`config.mk`:
```
export PLATFORM = sky130hd
export DESIGN_NAME = bus_watchdog
export DESIGN_NICKNAME = d
export VERILOG_FILES = /design/src/rtl/wdg_pkg.sv /design/src/rtl/wdg_sync.sv /design/src/rtl/wdg_start_det.sv /design/src/rtl/wdg_downcnt.sv /design/src/rtl/bus_watchdog.sv
export SDC_FILE = /design/constraint.sdc
export NUM_CORES = 1
export LEC_CHECK = 0
export CAP_MARGIN = 20
export CORE_MARGIN = 2
export CORE_UTILIZATION = 55
export DETAILED_ROUTE_END_ITERATION = 8
export GPL_ROUTABILITY_DRIVEN = 0
export HOLD_SLACK_MARGIN = 0.1
export MAX_ROUTING_LAYER = met4
export PLACE_DENSITY = 0.81
export SETUP_SLACK_MARGIN = 0.5
export SLEW_MARGIN = 20
export SYNTH_ARGS = -nofsm -noshare
export SYNTH_HDL_FRONTEND = slang
export SYNTH_SLANG_ARGS = --single-unit
```
`constraint.sdc`:
```
create_clock -name clk -period 7.1 [get_ports clk]
set_input_delay 0.71 -clock clk [delete_from_list [all_inputs] [get_ports clk]]
set_output_delay 0.71 -clock clk [all_outputs]
set_load 0.02 [all_outputs]
```
`src/rtl/wdg_pkg.sv`:
```
package wdg_pkg;

    typedef enum logic [1:0] {
        ST_IDLE  = 2'd0,
        ST_COUNT = 2'd1,
        ST_PULSE = 2'd2
    } wdg_state_e;

    localparam logic [1:0] SEL_LONG  = 2'b00;
    localparam logic [1:0] SEL_MID   = 2'b01;
    localparam logic [1:0] SEL_SHORT = 2'b10;
    localparam logic [1:0] SEL_OFF   = 2'b11;

endpackage

```
`src/rtl/wdg_sync.sv`:
```
module wdg_sync #(
    parameter int          W       = 2,
    parameter int          STAGES  = 2,
    parameter logic [W-1:0] RST_VAL = '1
) (
    input  logic         clk,
    input  logic         rst_n,
    input  logic [W-1:0] d_in,
    output logic [W-1:0] d_out
);

    logic [W-1:0] chain [STAGES];

    genvar g;
    generate
        for (g = 0; g < STAGES; g++) begin : g_stage
            always_ff @(posedge clk or negedge rst_n) begin
                if (!rst_n) begin
                    chain[g] <= RST_VAL;
                end else begin
                    if (g == 0) begin
                        chain[g] <= d_in;
                    end else begin
                        chain[g] <= chain[(g == 0) ? 0 : g-1];
                    end
                end
            end
        end
    endgenerate

    assign d_out = chain[STAGES-1];

endmodule

```
`src/rtl/wdg_start_det.sv`:
```
module wdg_start_det (
    input  logic clk,
    input  logic rst_n,
    input  logic scl_s,
    input  logic sda_s,
    output logic start_evt
);

    logic scl_p;
    logic sda_p;

    always_ff @(posedge clk or negedge rst_n) begin
        if (!rst_n) begin
            scl_p <= 1'b1;
            sda_p <= 1'b1;
        end else begin
            scl_p <= scl_s;
            sda_p <= sda_s;
        end
    end

    // data falls while the clock line stays high across both samples
    assign start_evt = scl_p & scl_s & sda_p & ~sda_s;

endmodule

```
`src/rtl/wdg_downcnt.sv`:
```
module wdg_downcnt #(
    parameter int CW = 11
) (
    input  logic          clk,
    input  logic          rst_n,
    input  logic          load,
    input  logic [CW-1:0] load_val,
    input  logic          dec,
    output logic [CW-1:0] cnt,
    output logic          at_one
);

    always_ff @(posedge clk or negedge rst_n) begin
        if (!rst_n) begin
            cnt <= '0;
        end else if (load) begin
            cnt <= load_val;
        end else if (dec) begin
            cnt <= cnt - 1'b1;
        end
    end

    assign at_one = (cnt == CW'(1));

endmodule

```
`src/rtl/bus_watchdog.sv`:
```
module bus_watchdog
    import wdg_pkg::*;
#(
    parameter int TICKS_LONG  = 1750,
    parameter int TICKS_MID   = 750,
    parameter int TICKS_SHORT = 250,
    parameter int PULSE_TICKS = 250,
    parameter int SYNC_STAGES = 2
) (
    input  logic       clk,
    input  logic       rst_n,
    input  logic       scl_in,
    input  logic       sda_in,
    input  logic       tick_1ms,
    input  logic       batt_mode,
    input  logic [1:0] wd_sel,
    output logic       wd_rst_n
);

    localparam int MAX_A = (TICKS_LONG > TICKS_MID) ? TICKS_LONG : TICKS_MID;
    localparam int MAX_B = (TICKS_SHORT > PULSE_TICKS) ? TICKS_SHORT : PULSE_TICKS;
    localparam int MAX_T = (MAX_A > MAX_B) ? MAX_A : MAX_B;
    localparam int CW    = $clog2(MAX_T + 1);

    logic [1:0]    bus_s;
    logic          start_evt;
    logic          enabled;
    logic          sel_chg;
    logic [1:0]    sel_q;
    logic [CW-1:0] period;
    logic [CW-1:0] cnt;
    logic          at_one;
    logic          ld;
    logic          dec;
    logic [CW-1:0] ld_val;
    wdg_state_e    state_q;
    wdg_state_e    state_d;

    wdg_sync #(.W(2), .STAGES(SYNC_STAGES), .RST_VAL(2'b11)) u_sync (
        .clk   (clk),
        .rst_n (rst_n),
        .d_in  ({scl_in, sda_in}),
        .d_out (bus_s)
    );

    wdg_start_det u_det (
        .clk       (clk),
        .rst_n     (rst_n),
        .scl_s     (bus_s[1]),
        .sda_s     (bus_s[0]),
        .start_evt (start_evt)
    );

    wdg_downcnt #(.CW(CW)) u_cnt (
        .clk      (clk),
        .rst_n    (rst_n),
        .load     (ld),
        .load_val (ld_val),
        .dec      (dec),
        .cnt      (cnt),
        .at_one   (at_one)
    );

    always_comb begin
        unique case (wd_sel)
            SEL_LONG:  period = CW'(TICKS_LONG);
            SEL_MID:   period = CW'(TICKS_MID);
            SEL_SHORT: period = CW'(TICKS_SHORT);
            default:   period = CW'(TICKS_SHORT);
        endcase
    end

    assign enabled = !batt_mode && (wd_sel != SEL_OFF);
    assign sel_chg = (wd_sel != sel_q);

    // next state and counter control
    always_comb begin
        state_d = state_q;
        ld      = 1'b0;
        dec     = 1'b0;
        ld_val  = period;
        unique case (state_q)
            ST_IDLE: begin
                if (enabled) begin
                    state_d = ST_COUNT;
                    ld      = 1'b1;
                end
            end
            ST_COUNT: begin
                if (!enabled) begin
                    state_d = ST_IDLE;
                end else if (start_evt || sel_chg) begin
                    ld = 1'b1;
                end else if (tick_1ms) begin
                    if (at_one) begin
                        state_d = ST_PULSE;
                        ld      = 1'b1;
                        ld_val  = CW'(PULSE_TICKS);
                    end else begin
                        dec = 1'b1;
                    end
                end
            end
            ST_PULSE: begin
                if (!enabled) begin
                    state_d = ST_IDLE;
                end else if (tick_1ms) begin
                    if (at_one) begin
                        state_d = ST_COUNT;
                        ld      = 1'b1;
                    end else begin
                        dec = 1'b1;
                    end
                end
            end
            default: state_d = ST_IDLE;
        endcase
    end

    // state register
    always_ff @(posedge clk or negedge rst_n) begin
        if (!rst_n) begin
            state_q <= ST_IDLE;
            sel_q   <= SEL_OFF;
        end else begin
            state_q <= state_d;
            sel_q   <= wd_sel;
        end
    end

    // outputs
    always_comb begin
        wd_rst_n = (state_q != ST_PULSE);
    end

endmodule

```
---- Yosys cells after proc, flatten, opt, wreduce, memory -nomap -nowiden ----
Cells that the tools add are included.
cells by class
  reductions and logical operators ........ 7
  add/subtract/negate cells ............... 1
  multiplexer cells ....................... 30
  equality and inequality tests ........... 13
  bitwise logic cells ..................... 4
operators by type and width
  kind                   number
  $mux 11                7
  $pmux 11 s2            1
  $mux 2                 8
  $ne 3x3->1 const B     5
  $eq 11x1->1 const B    1
  $mux 1                 11
  $sub 11x1->11 const B  1
  $ne 2x2->1 const B     3
  $pmux 2 s3             1
  $reduce_and 6->1       1
  $eq 2x1->1 const B     2
  $logic_not 2->1        2
  $and 1x1->1            3
  $pmux 1 s3             1
  $eq 2x2->1 const B     1
  $ne 2x2->1             1
  $pmux 1 s2             1
  $reduce_bool 2->1      1
  $logic_and 1x1->1      1
  $logic_not 1->1        1
  $logic_or 1x1->1       1
  $not 1->1              1
word-level totals
  output and inout port bits .............. 1
  bits in registers ....................... 21
  bits of input ports ..................... 8
  logic and storage cells ................. 62

---- Depth between registers and ports, before layout ----
Gate-level depths: netlist of the first run.
  depth in word-level cells ............... 9
  depth in mapped cells ................... 7
  gate-level depth less buffers ........... 7

---- Hierarchy ----
A second synthesis of the first run with hierarchy kept.
unflattened totals
  cell total of the unflattened synthesis .. 119
  area total of the unflattened synthesis .. 1167.4 um2
modules (own cells, without submodules)
  module         cells each  sequential area each (um2)  area an instance (um2)  instances
  wdg_downcnt    71          275.3                       644.4                   1
  bus_watchdog   39          102.6                       340.3                   1
  wdg_sync       6           105.1                       120.1                   1
  wdg_start_det  3           52.6                        62.6                    1

---- Worst setup path before layout of the first run ----
Ideal clock, no wire load.
  kind .................................... register to register
  start point ............................. register u_cnt.cnt[2]
  end point ............................... register u_cnt.cnt[10]
  arrival time ............................ 2.229 ns
  buffers on the path ..................... 1
  required time ........................... 6.982 ns
  setup slack ............................. 4.753 ns
  setup time .............................. 0.118 ns
  stages on the path, launching flop included .. 7
  period minus slack after synthesis ...... 2.347 ns
  cell sequence ........................... dfrtp_1 or4_4 buf_6 or4_4 o41a_1 nor3b_1 a21o_1
between the ends
  longest elaborated chain between the ends .. 7
  elaborated cells between the ends (all ways) .. 22
  classes of those cells .................. add/sub (1); eq/ne (1); mux (19); reduce/logical (1)
ends and longest elaborated chain
  item                                                 RTL line                                 text
  from (decl)                                          wdg_downcnt.sv:9                         output logic [CW-1:0] cnt,
  from (signal assigned)                               wdg_downcnt.sv:17                        cnt <= load_val;
  from (signal assigned)                               wdg_downcnt.sv:19                        cnt <= cnt - 1'b1;
  $eq 11x1->1                                          wdg_downcnt.sv:23                        assign at_one = (cnt == CW'(1));
  $mux 1 / $mux 11 (equally long branches)             bus_watchdog.sv:95, bus_watchdog.sv:108
  $mux 1 / $mux 11 (equally long branches)             bus_watchdog.sv:94                       end else if (tick_1ms) begin
  $mux 1 / $mux 11 (equally long branches)             bus_watchdog.sv:92                       end else if (start_evt || sel_chg) begin
  $mux 1 / $mux 11 (equally long branches)             bus_watchdog.sv:90                       if (!enabled) begin
  $pmux 1 s3 (tied with other cells)                   bus_watchdog.sv:82                       unique case (state_q)
  $mux 11 / $reduce_bool 2->1 (equally long branches)  n/a
Several ways; a longest one is shown, not always the timed one. The select of a mux whose other input is x is not followed.
A chain may end at the register's enable or synchronous reset.

---- Worst setup path after layout of the first run ----
  start point ............................. input wd_sel[1]
  end point ............................... register u_cnt.cnt[3]
between the ends
  longest elaborated chain between the ends .. 8
  elaborated cells between the ends (all ways) .. 23
  classes of those cells .................. eq/ne (3); mux (16); reduce/logical (4)
ends and longest elaborated chain
  item                                                  RTL line            text
  from (decl)                                           bus_watchdog.sv:16  input logic [1:0] wd_sel,
  $eq 2x1->1 / $logic_not 2->1 (equally long branches)  bus_watchdog.sv:65  unique case (wd_sel)
  $pmux 11 s2                                           bus_watchdog.sv:65
  $mux 11                                               bus_watchdog.sv:95  if (at_one) begin
  $mux 11                                               bus_watchdog.sv:94
  $mux 11                                               bus_watchdog.sv:92
  $mux 11                                               bus_watchdog.sv:90
  $mux 11                                               bus_watchdog.sv:82
  $mux 11                                               wdg_downcnt.sv:16   end else if (load) begin
Several ways; a longest one is shown, not always the timed one.

==> out/qor.csv, run 1 <==
metric;value;unit
Clock Pin Slew Worst Setup and Hold Paths;110;ps
area share of the largest cell type after synthesis;28.70;%
worst reg-to-reg setup slack;4670;ps
ANT nets after route;0;
worst-margin pin slew;932.4;ps
Worst path slowest cell;a31oi_1;
Seq/Total Area, Yosys;47.24;%
Max Cap Viol;0;
Reg area;535.5;um^2
CP endpoint kind;flop;
area occupied by multi-input gates;553.0;um^2
first-pass GRT wire length;3.456;mm
Util after Layout;64.60;%
Area after DPL;1240;um^2
H-tree Lvls;1;
worst r2r src;u_cnt.cnt[2];
ys flop type;dfrtp_1;
DRT Pass-1 Iters;4;
Rel. slew slack;37.65;%
max-slew violation count;0;
VDD IR max;0.0002245;V
Post-synth EDFFs;0;
fmax;375.1;MHz
Total GRT Usage;19.45;%
Worst path max stage delay;660;ps
maximum clock insertion buffer count;2;
Worst EP required;7290;ps
postcts setup bufs;0;
clk_lat worst skew;310;ps
Post-CTS Resized;0;
Final HPWL DP;1.481;mm
Setup Viol. Count Final;0;
root buffer cell;clkbuf_4;
pin count of the biggest net entering global routing;22;
Tmin final;2666;ps
Starting Density;57.78;%
Via-to-Cell Ratio;5.793;
n_diodes;0;
Starting DRT DRC Count;27;
Core Region;1962;um^2
synthesized area;1134;um^2
Die W;49.40;um
CTS Buf Count;3;
die height;49.40;um
TritonCTS Sinks;21;
crit path from;wd_sel[1];
Min-Delay Endpoint;u_sync.d_out[1];
final-report hold violation count;0;
Avg Cell Area, Syn;10.59;um^2
vias in the first global route;764;
worst r2r dst;u_cnt.cnt[4];
cells after synthesis;107;
Warnings, synthesis;0;
Critical Path Fanout Max;13;
RSZ-0062 raised after global routing;no;
CTS tree;yes;
post-layout instance area;1267;um^2
status;completed;
IO Count;9;
crit path cell chain;clkdlybuf4s50_1 -> xnor2_1 -> a31oi_1 -> o31ai_1 -> buf_4 -> nor3b_1 -> a21oi_1;
area leader, netlist;dfrtp_1;
Async S/R FF share, synth;100.0;%
GRT overflow;0;
DRT Wirelength;2.054;mm
startpoint types;primary input;
dpl ws;4118;ps
Area contributors post-synth;dfrtp_1 29%, dfstp_2 19%, ha_1 6.6%;
flops & latches, synth;21;
share of layout cells above drive strength 1;15.25;%
input/output buffers;8;
Wirelength per Cell;14.17;um
leakage;0.0004934;uW
fillcell total;178;
HP Start;u_sync.chain[3];
Row Count;16;
die area;2440;um^2
CP Data Arrival Time;2850;ps
Final period util;37.55;%
R2R cell count;5;
area grow syn2layout;11.81;%
Vias;840;
PnR worst setup slack;4434;ps
drt drc;0;
antenna violations before repair;0;
hold buffers post-CTS;0;
Final #Nets;133;
Distinct cells, synth;34;
worst hold slack;363.3;ps
kind of critical path;in -> reg;
Setup Skew;8.066;ps
HP Class;reg -> reg;
TNS Setup;0;ps
PwrDens;299.2;nW/um^2
Mapped Nets;121;
worst hold stages;0;
==> state kept, by name (all words and copies together), names as in the netlist <==
signal / flops
u_cnt.cnt: 11
sel_q: 2
state_q: 2
u_sync.chain: 2
u_sync.d_out: 2
u_det.scl_p: 1
u_det.sda_p: 1
==> placed cells by master (no fill, tap or decap), drive strengths merged <==
cell type	instances
a21o	1
a21oi	8
a31oi	1
and2	2
and3	1
buf	1
clkbuf	3
clkdlybuf4s50	8
clkinv	1
dfrtp	13
dfstp	8
ha	6
inv	8
mux2	2
mux2i	1
nand2	4
nand3	2
nand3b	2
nand4	2
nand4b	1
nor2	6
nor3	4
nor3b	2
nor4	5
nor4b	4
o211ai	1
o21ai	2
o22ai	1
o31ai	1
o41a	1
or3	2
or4	3
xnor2	8
xor2	3
==> cell type report <==
cell class,instances,area share [%]
inverter,8,2.369
tap,27,2.665
sequential,21,42.25
clock inverter,1,0.3949
clock buffer,3,1.777
timing repair buffer,9,6.910
multi-input combinational,76,43.63
==> worst max path at each step <==
stage / depth (start not counted) / end
after floorplan: 6 / u_cnt.cnt[10]
after global placement: 7 / u_cnt.cnt[3]
after detailed placement: 7 / u_cnt.cnt[5]
after CTS: 7 / u_cnt.cnt[5]
after global routing: 7 / u_cnt.cnt[5]
final: 7 / u_cnt.cnt[3]
==> per-layer routing <==
layer | global-route usage (%) | part of all wire (%) | vias up
met1 | 25.94 | 47 | 407
met5 | - | 0 | -
met4 | 9.722 | 2.2 | 0
li1 | - | - | 410
met2 | 28.15 | 47 | 18
met3 | 3.988 | 3.7 | 5
==> stage by stage <==
| step | std cells | power, uW |
|---|---|---|
| 6_report | 145 | 379.2 |
| 5_1_grt | 145 | 409.8 |
| 4_1_cts | 145 | 381.3 |
| 3_5_place_dp | 141 | 321.6 |
| 3_3_place_gp | 141 | 315.8 |
| 2_1_floorplan | 107 | 281.4 |
==> critical path, delay by kind of cell <==
| family | cells | cell delay [ps] |
|---|---|---|
| AOI/OAI and AO/OA | 3 | 880 |
| buffers and inverters | 2 | 770 |
| and+or+nand+nor | 1 | 380 |
| xor gates and xnor gates | 1 | 110 |
==> cells by family (layout without fill, tap and decap cells) <==
group | after synthesis | after routing | synth area share [%]
compound gates | 16 | 16 | 8.500
xor+xnor | 11 | 11 | 8.500
fa+ha+maj | 6 | 6 | 6.622
buf+inv | 10 | 21 | 3.973
flops | 21 | 21 | 47.24
mux | 3 | 3 | 2.870
simple gates | 40 | 40 | 22.29
==> synth_stat cells, types with 3 or more instances <==
cell type,number
a21oi_1,8
dfrtp_1,13
dfstp_2,8
ha_1,6
inv_1,8
nand2_1,4
nor2_1,6
nor3_1,4
nor4_1,5
nor4b_1,3
xnor2_1,8
xor2_1,3
==> report_power, final <==
group,total (uW),internal (uW),leakage (uW),switching [uW]
clock network,58.5,21.1,0.0000177,37.5
registers,182,150,0.000229,32.0
logic,138,66.6,0.000247,71.9
Note: power is estimated with default switching activity, not from simulation.
==> inputs of run 2 (changes only) <==
--- a/config.mk
+++ b/config.mk
@@ -7,12 +7,12 @@
 export LEC_CHECK = 0
 export CAP_MARGIN = 20
 export CORE_MARGIN = 2
-export CORE_UTILIZATION = 55
+export CORE_UTILIZATION = 50
 export DETAILED_ROUTE_END_ITERATION = 8
 export GPL_ROUTABILITY_DRIVEN = 0
 export HOLD_SLACK_MARGIN = 0.1
 export MAX_ROUTING_LAYER = met4
-export PLACE_DENSITY = 0.81
+export PLACE_DENSITY = 0.78
 export SETUP_SLACK_MARGIN = 0.5
 export SLEW_MARGIN = 20
 export SYNTH_ARGS = -nofsm -noshare
==> constraint.sdc (replaced) <==
create_clock -name clk -period 2.2 [get_ports clk]
set_input_delay 0.22 -clock clk [delete_from_list [all_inputs] [get_ports clk]]
set_output_delay 0.22 -clock clk [all_outputs]
set_load 0.02 [all_outputs]
==> run 2 against run 1 <==
  * The flow now finishes with violations (setup timing)
  * Clock-buffer cell count did not move
  * Combinational power rose to 5.3 times the previous value
  * Critical path depth fell by 2
  * Utilization rose by 9.7 points
  * Final area rose by 27%
  * Non-clock buffer count rose by 28
  * Register-to-register slack got worse by 4800 ps
  * Sequential cell count did not move
  * Global-route usage rose by 4.4 points
  * Clock power rose to 3.3 times the previous value
  * Sequential share of layout area fell by 9.0 points
  * Critical path type is now reg -> reg
  * Largest cell class unchanged
  * Highest routed layer unchanged
==> out/qor.csv, run 2 (synthesis results as in run 1) <==
metric;value;unit;change
status;finished with violations;;
failing checks;setup timing;;
PwrDens;919.8;nW/um^2;+210%
Worst path slowest cell;or4_4;;
drt drc;0;;unchanged
CP dominant cell by count;or4_4;;
Rel. slew slack;72.61;%;+35 points
worst-margin pin slew;405.1;ps;-527.3 ps
DRT Wirelength;2.726;mm;+33%
antenna violations before repair;0;;unchanged
CTS tree;yes;;
Max Cap Viol;0;;unchanged
gr busiest metal;met2;;
Die W;51.62;um;+4.5%
Util after Layout;74.28;%;+9.7 points
HP Class;in -> async;;
PnR worst setup slack;-82.59;ps;-4516 ps
Clock Pin Slew Worst Setup and Hold Paths;130;ps;+20 ps
met1 Track Usage GR;28.22;%;+2.3 points
Core Region;2170;um^2;+11%
dpl ws;-68.58;ps;-4186 ps
Final HPWL DP;1.836;mm;+24%
pin count of the biggest net entering global routing;22;;unchanged
CTS Buf Count;3;;unchanged
Via-to-Cell Ratio;5.638;;-2.7%
input/output buffers;8;;unchanged
met3 Use GR;4.023;%;+0.035 points
root buffer cell;clkbuf_4;;
final-report hold violation count;0;;unchanged
Critical Path Fanout Max;3;;-10
area grow syn2layout;42.16;%;
Starting DRT DRC Count;14;;-48%
Most flops, register;u_cnt.cnt;;
Starting Density;52.25;%;-5.5 points
most common cell after layout, fill and taps aside;buf_4;;
ANT nets after route;0;;unchanged
Tmin final;2283;ps;
clk_lat worst skew;300;ps;about the same
Setup Viol. Count Final;8;;+8
vias in the first global route;1005;;+32%
CP Data Arrival Time;2490;ps;-360 ps
DRT Pass-1 Iters;4;;unchanged
Setup Skew;7.613;ps;-0.4532 ps
n_diodes;0;;unchanged
Switching Fraction;38.41;%;+1.1 points
Flop pwr share;38.0;%;-10 points
RSZ-0062 raised after global routing;yes;;
H-tree Lvls;1;;unchanged
met2 Use GR;42.09;%;+14 points
combinational cell fraction of total power;48.9;%;+12 points
Psw;569.3;uW;+300%
hold buffers post-CTS;0;;unchanged
die area;2664;um^2;+9.2%
share of layout cells above drive strength 1;44.52;%;+29 points
max-slew violation count;0;;unchanged
VDD IR max;0.0007683;V;+240%
TNS Setup;-279.0;ps;-279.0 ps
TritonCTS Sinks;21;;unchanged
die height;51.62;um;+4.5%
kind of critical path;reg -> reg;;
startpoint types;flop;;
max FFs per register;11;;unchanged
Wirelength per Cell;15.67;um;+11%
Worst EP required;2400;ps;-4890 ps
IO Count;9;;unchanged
Vias;981;;+17%
Worst path max stage delay;550;ps;-110 ps
GRT overflow;0;;unchanged
Clk network pwr share;13.1;%;-2.3 points
CP top delay family;simple AND/OR/NAND/NOR gates;;
Total GRT Usage;23.88;%;+4.4 points
maximum clock insertion buffer count;2;;unchanged
leakage;0.0006487;uW;+31%
CP endpoint kind;flop;;
internal power;913.0;uW;+280%
Final #Nets;161;;+21%
crit path cell chain;or4_4 -> or4_4 -> o41a_1 -> nor3b_4 -> a21o_1;;
Final period util;103.8;%;
fmax;438.1;MHz;
first-pass GRT wire length;4.581;mm;+33%
most frequent cells in the layout;26 x buf_4, 13 x dfrtp_1, 8 x inv_1, 8 x xnor2_1, 8 x dfstp_2;;
CP Buf/Inv Count;0;;-2
Row Count;17;;+1
==> run 2: layout make-up <==
| class | instances | area (um^2) |
|---|---|---|
| Clock buffer | 3 | 22.52 |
| Clock inverter | 1 | 7.507 |
| Fill cell | 146 | 558.0 |
| Timing Repair Buffer | 37 | 307.8 |
| Sequential cell | 21 | 535.5 |
| Inverter | 8 | 30.03 |
| Tap cell | 28 | 35.03 |
| Multi-Input combinational cell | 76 | 673.1 |
==> run 2: per-stage QoR <==
stage	instances	total power (uW)	hold slack (ps)	area, um^2
after floorplan	107	908.3	-75.59	1134
after global placement	160	1122	347.3	1376
after detailed placement	160	1164	347.6	1376
after CTS	171	1426	250.6	1556
after global routing	174	1593	249.0	1612
final	174	1482	241.3	1612
==> run 2: worst paths after layout <==
path	startpoint	to	slack (ps)	cells after the start
max reg2reg	u_cnt.cnt[9]	u_cnt.cnt[10]	-80	5
min	rst_n	state_q[1]	240	2
min in group clk	scl_in	u_sync.chain[3]	310	1
min reg2reg	u_sync.chain[3]	u_sync.d_out[1]	360	0
max	u_cnt.cnt[9]	u_cnt.cnt[10]	-80	5
max in group asynchronous	rst_n	u_sync.chain[2]	1670	2
==> run 2: power by group through the flow <==
stage | logic, uW | clock network, uW | registers [uW]
2_1_floorplan | 342 | 0 | 566
3_3_place_gp | 565 | 0 | 557
3_5_place_dp | 598 | 0 | 566
4_1_cts | 662 | 199 | 566
5_1_grt | 803 | 218 | 572
6_report | 725 | 194 | 563
==> run 2: per-layer routing <==
| metal | vias to the layer above | wire length, um |
|---|---|---|
| met4 | 0 | 49 |
| li1 | 464 | - |
| met1 | 493 | 1100 |
| met3 | 6 | 91 |
| met5 | - | 0 |
| met2 | 18 | 1484 |
==> run 2: what timing repair did <==
item	in CTS	in global routing
buffers inserted	7	3
pin swaps	5	3
resized for setup	22	8
setup endpoints to repair	14	14
==> inputs of run 3 (changes only) <==
--- a/config.mk
+++ b/config.mk
@@ -10,9 +10,10 @@
 export CORE_UTILIZATION = 50
 export DETAILED_ROUTE_END_ITERATION = 8
 export GPL_ROUTABILITY_DRIVEN = 0
+export GPL_TIMING_DRIVEN = 0
 export HOLD_SLACK_MARGIN = 0.1
 export MAX_ROUTING_LAYER = met4
-export PLACE_DENSITY = 0.78
+export PLACE_DENSITY = 0.77
 export SETUP_SLACK_MARGIN = 0.5
 export SLEW_MARGIN = 20
 export SYNTH_ARGS = -nofsm -noshare
==> run 3 against run 2 <==
  * Setup slack got worse by 15 ps
  * Register-to-register slack about the same
  * Power decreased by 3.1%
  * Combinational power decreased by 8.1%
  * Fmax decreased by 0.65%
  * Global-route usage decreased by 0.23 points
  * Sequential power increased by 3.9%
  * The run still ends with setup timing left
  * Final cell count decreased by 5.2%
  * Worst hold slack improved by 73 ps
  * Clock skew increased by 5.1 ps
  * Clock-buffer cell count increased by 1
  * Critical path type unchanged
  * Clock power decreased by 5%
==> out/qor.csv, run 3 (synthesis results as in run 1) <==
metric;value;unit;change
status;finished with violations;;
failing checks;setup timing;;
most common cell after layout, fill and taps aside;buf_4;;
drt drc;0;;unchanged
max-slew violation count;0;;unchanged
DRT Wirelength;2.791;mm;+2.4%
Vias;959;;-2.2%
CP top delay family;simple AND/OR/NAND/NOR gates;;
most frequent cells in the layout;14 x buf_4, 13 x dfrtp_1, 8 x inv_1, 8 x xnor2_1, 8 x dfstp_2;;
Setup Skew;12.73;ps;+5.122 ps
HP Class;in -> reg;;
internal power;874.4;uW;-4.2%
Util after Layout;73.24;%;-1.0 points
Max Cap Viol;0;;unchanged
Psw;561.9;uW;-1.3%
Area after DPL;1249;um^2;-9.3%
area grow syn2layout;40.18;%;
die area;2664;um^2;unchanged
clk_lat worst skew;310;ps;about the same
Critical Path Fanout Max;3;;unchanged
root buffer cell;clkbuf_4;;
kind of critical path;reg -> reg;;
ANT nets after route;0;;unchanged
worst-margin pin slew;921.2;ps;+516.1 ps
Die W;51.62;um;unchanged
IO Count;9;;unchanged
final-report hold violation count;0;;unchanged
stages on the worst setup path;6;;+1
Starting DRT DRC Count;21;;+7
CP Data Arrival Time;2510;ps;+20 ps
fmax;435.3;MHz;-0.65%
worst r2r src;u_cnt.cnt[2];;
pin count of the biggest net entering global routing;22;;unchanged
CP dominant cell by count;or4_4;;
met1 Track Usage GR;28.92;%;+0.70 points
Starting Density;52.25;%;unchanged
Tmin final;2297;ps;+14.86 ps
first-pass GRT wire length;4.498;mm;-1.8%
worst hold slack;314.0;ps;+72.74 ps
Via-to-Cell Ratio;5.812;;+3.1%
PnR worst setup slack;-97.45;ps;-14.86 ps
Clock Pin Slew Worst Setup and Hold Paths;120;ps;about the same
gr busiest metal;met2;;
VDD IR max;0.0005769;V;-25%
Total GRT Usage;23.65;%;-0.23 points
vias in the first global route;977;;-2.8%
max FFs per register;11;;unchanged
final cell count without fillers;165;;-5.2%
Worst path slowest cell;or4_4;;
GRT overflow;0;;unchanged
end of the critical path;u_cnt.cnt[10];;
Flop pwr share;40.7;%;+2.7 points
CTS tree;yes;;
worst r2r dst;u_cnt.cnt[10];;
Switching Fraction;39.12;%;+0.71 points
Clk network pwr share;12.9;%;-0.2 points
crit path cell chain;or4_4 -> buf_6 -> or4_4 -> o41a_1 -> nor3b_4 -> a21o_1;;
PwrDens;903.9;nW/um^2;-1.7%
worst hold stages;1;;
met3 Use GR;3.161;%;-0.86 points
input/output buffers;8;;unchanged
Final #Nets;152;;-5.6%
antenna violations before repair;0;;unchanged
Rel. slew slack;38.40;%;-34 points
Wirelength per Cell;16.92;um;+8.0%
dpl ws;-409.8;ps;-341.2 ps
fillcell total;153;;+4.8%
TritonCTS Sinks;21;;unchanged
hold buffers post-CTS;0;;unchanged
Worst EP required;2420;ps;+20 ps
worst reg-to-reg setup slack;-100;ps;about the same
crit path from;u_cnt.cnt[2];;
Placed Cells;143;;-11%
met2 Use GR;39.53;%;-2.6 points
leakage;0.0006138;uW;-5.4%
CP Buf/Inv Count;1;;+1
CP endpoint kind;flop;;
post-layout instance area;1589;um^2;-1.4%
Row Count;17;;unchanged
startpoint types;flop;;
combinational cell fraction of total power;46.4;%;-2.5 points
Worst path max stage delay;540;ps;about the same
share of layout cells above drive strength 1;37.96;%;-6.6 points
CTS Buf Count;3;;unchanged
Setup Viol. Count Final;9;;+1
maximum clock insertion buffer count;2;;unchanged
die height;51.62;um;unchanged
Final period util;104.4;%;+0.68 points
RSZ-0062 raised after global routing;yes;;
H-tree Lvls;1;;unchanged
n_diodes;0;;unchanged
Core Region;2170;um^2;unchanged
Most flops, register;u_cnt.cnt;;
DRT Pass-1 Iters;4;;unchanged
R2R cell count;6;;+1
-- run 3: routing by layer --
layer  share of wire (%)  routed length, um
met1                  41               1137
met2                  53               1487
met3                 4.4                123
met4                 1.5                 42
met5                   0                  0
-- run 3: through the flow --
stage	TNS [ps]	power (uW)
final	-515.6	1436
after global routing	-1300	1526
after CTS	-649.8	1318
after detailed placement	-4093	1040
after global placement	-3442	1010
after floorplan	-366.6	908.3
-- run 3: worst min-delay path by stage --
stage	startpoint	to	slack [ps]
after floorplan	rst_n	state_q[0]	-80
after global placement	u_sync.chain[2]	u_sync.d_out[0]	350
after detailed placement	u_sync.chain[3]	u_sync.d_out[1]	350
after CTS	sda_in	u_sync.chain[2]	310
after global routing	scl_in	u_sync.chain[3]	300
final	sda_in	u_sync.chain[2]	310
-- run 3: what timing repair did --
| action | in CTS | in global routing |
|---|---|---|
| buffers inserted | 11 | 6 |
| cloned | 0 | 1 |
| pin swaps | 7 | 13 |
| endpoints found under the setup margin | 14 | 14 |
| resized for setup | 18 | 20 |
-- run 3: final cells by class --
type                    count  area, um^2  share of cell area (%)
plain buffers               2       22.52                   1.417
clock buffers               4       26.28                   1.654
inverters                   8       30.03                   1.890
multi-input cells          76       713.2                   44.88
flip-flops and latches     21       535.5                   33.70
well taps                  28       35.03                   2.205
repair buffers             26       226.5                   14.25
-- run 3: power by group through the flow --
stage / combinational (uW) / clock, uW / sequential, uW
5_1_grt: 724 / 207 / 595
3_5_place_dp: 449 / 0 / 591
3_3_place_gp: 425 / 0 / 585
4_1_cts: 557 / 187 / 575
2_1_floorplan: 342 / 0 / 566
6_report: 666 / 185 / 585
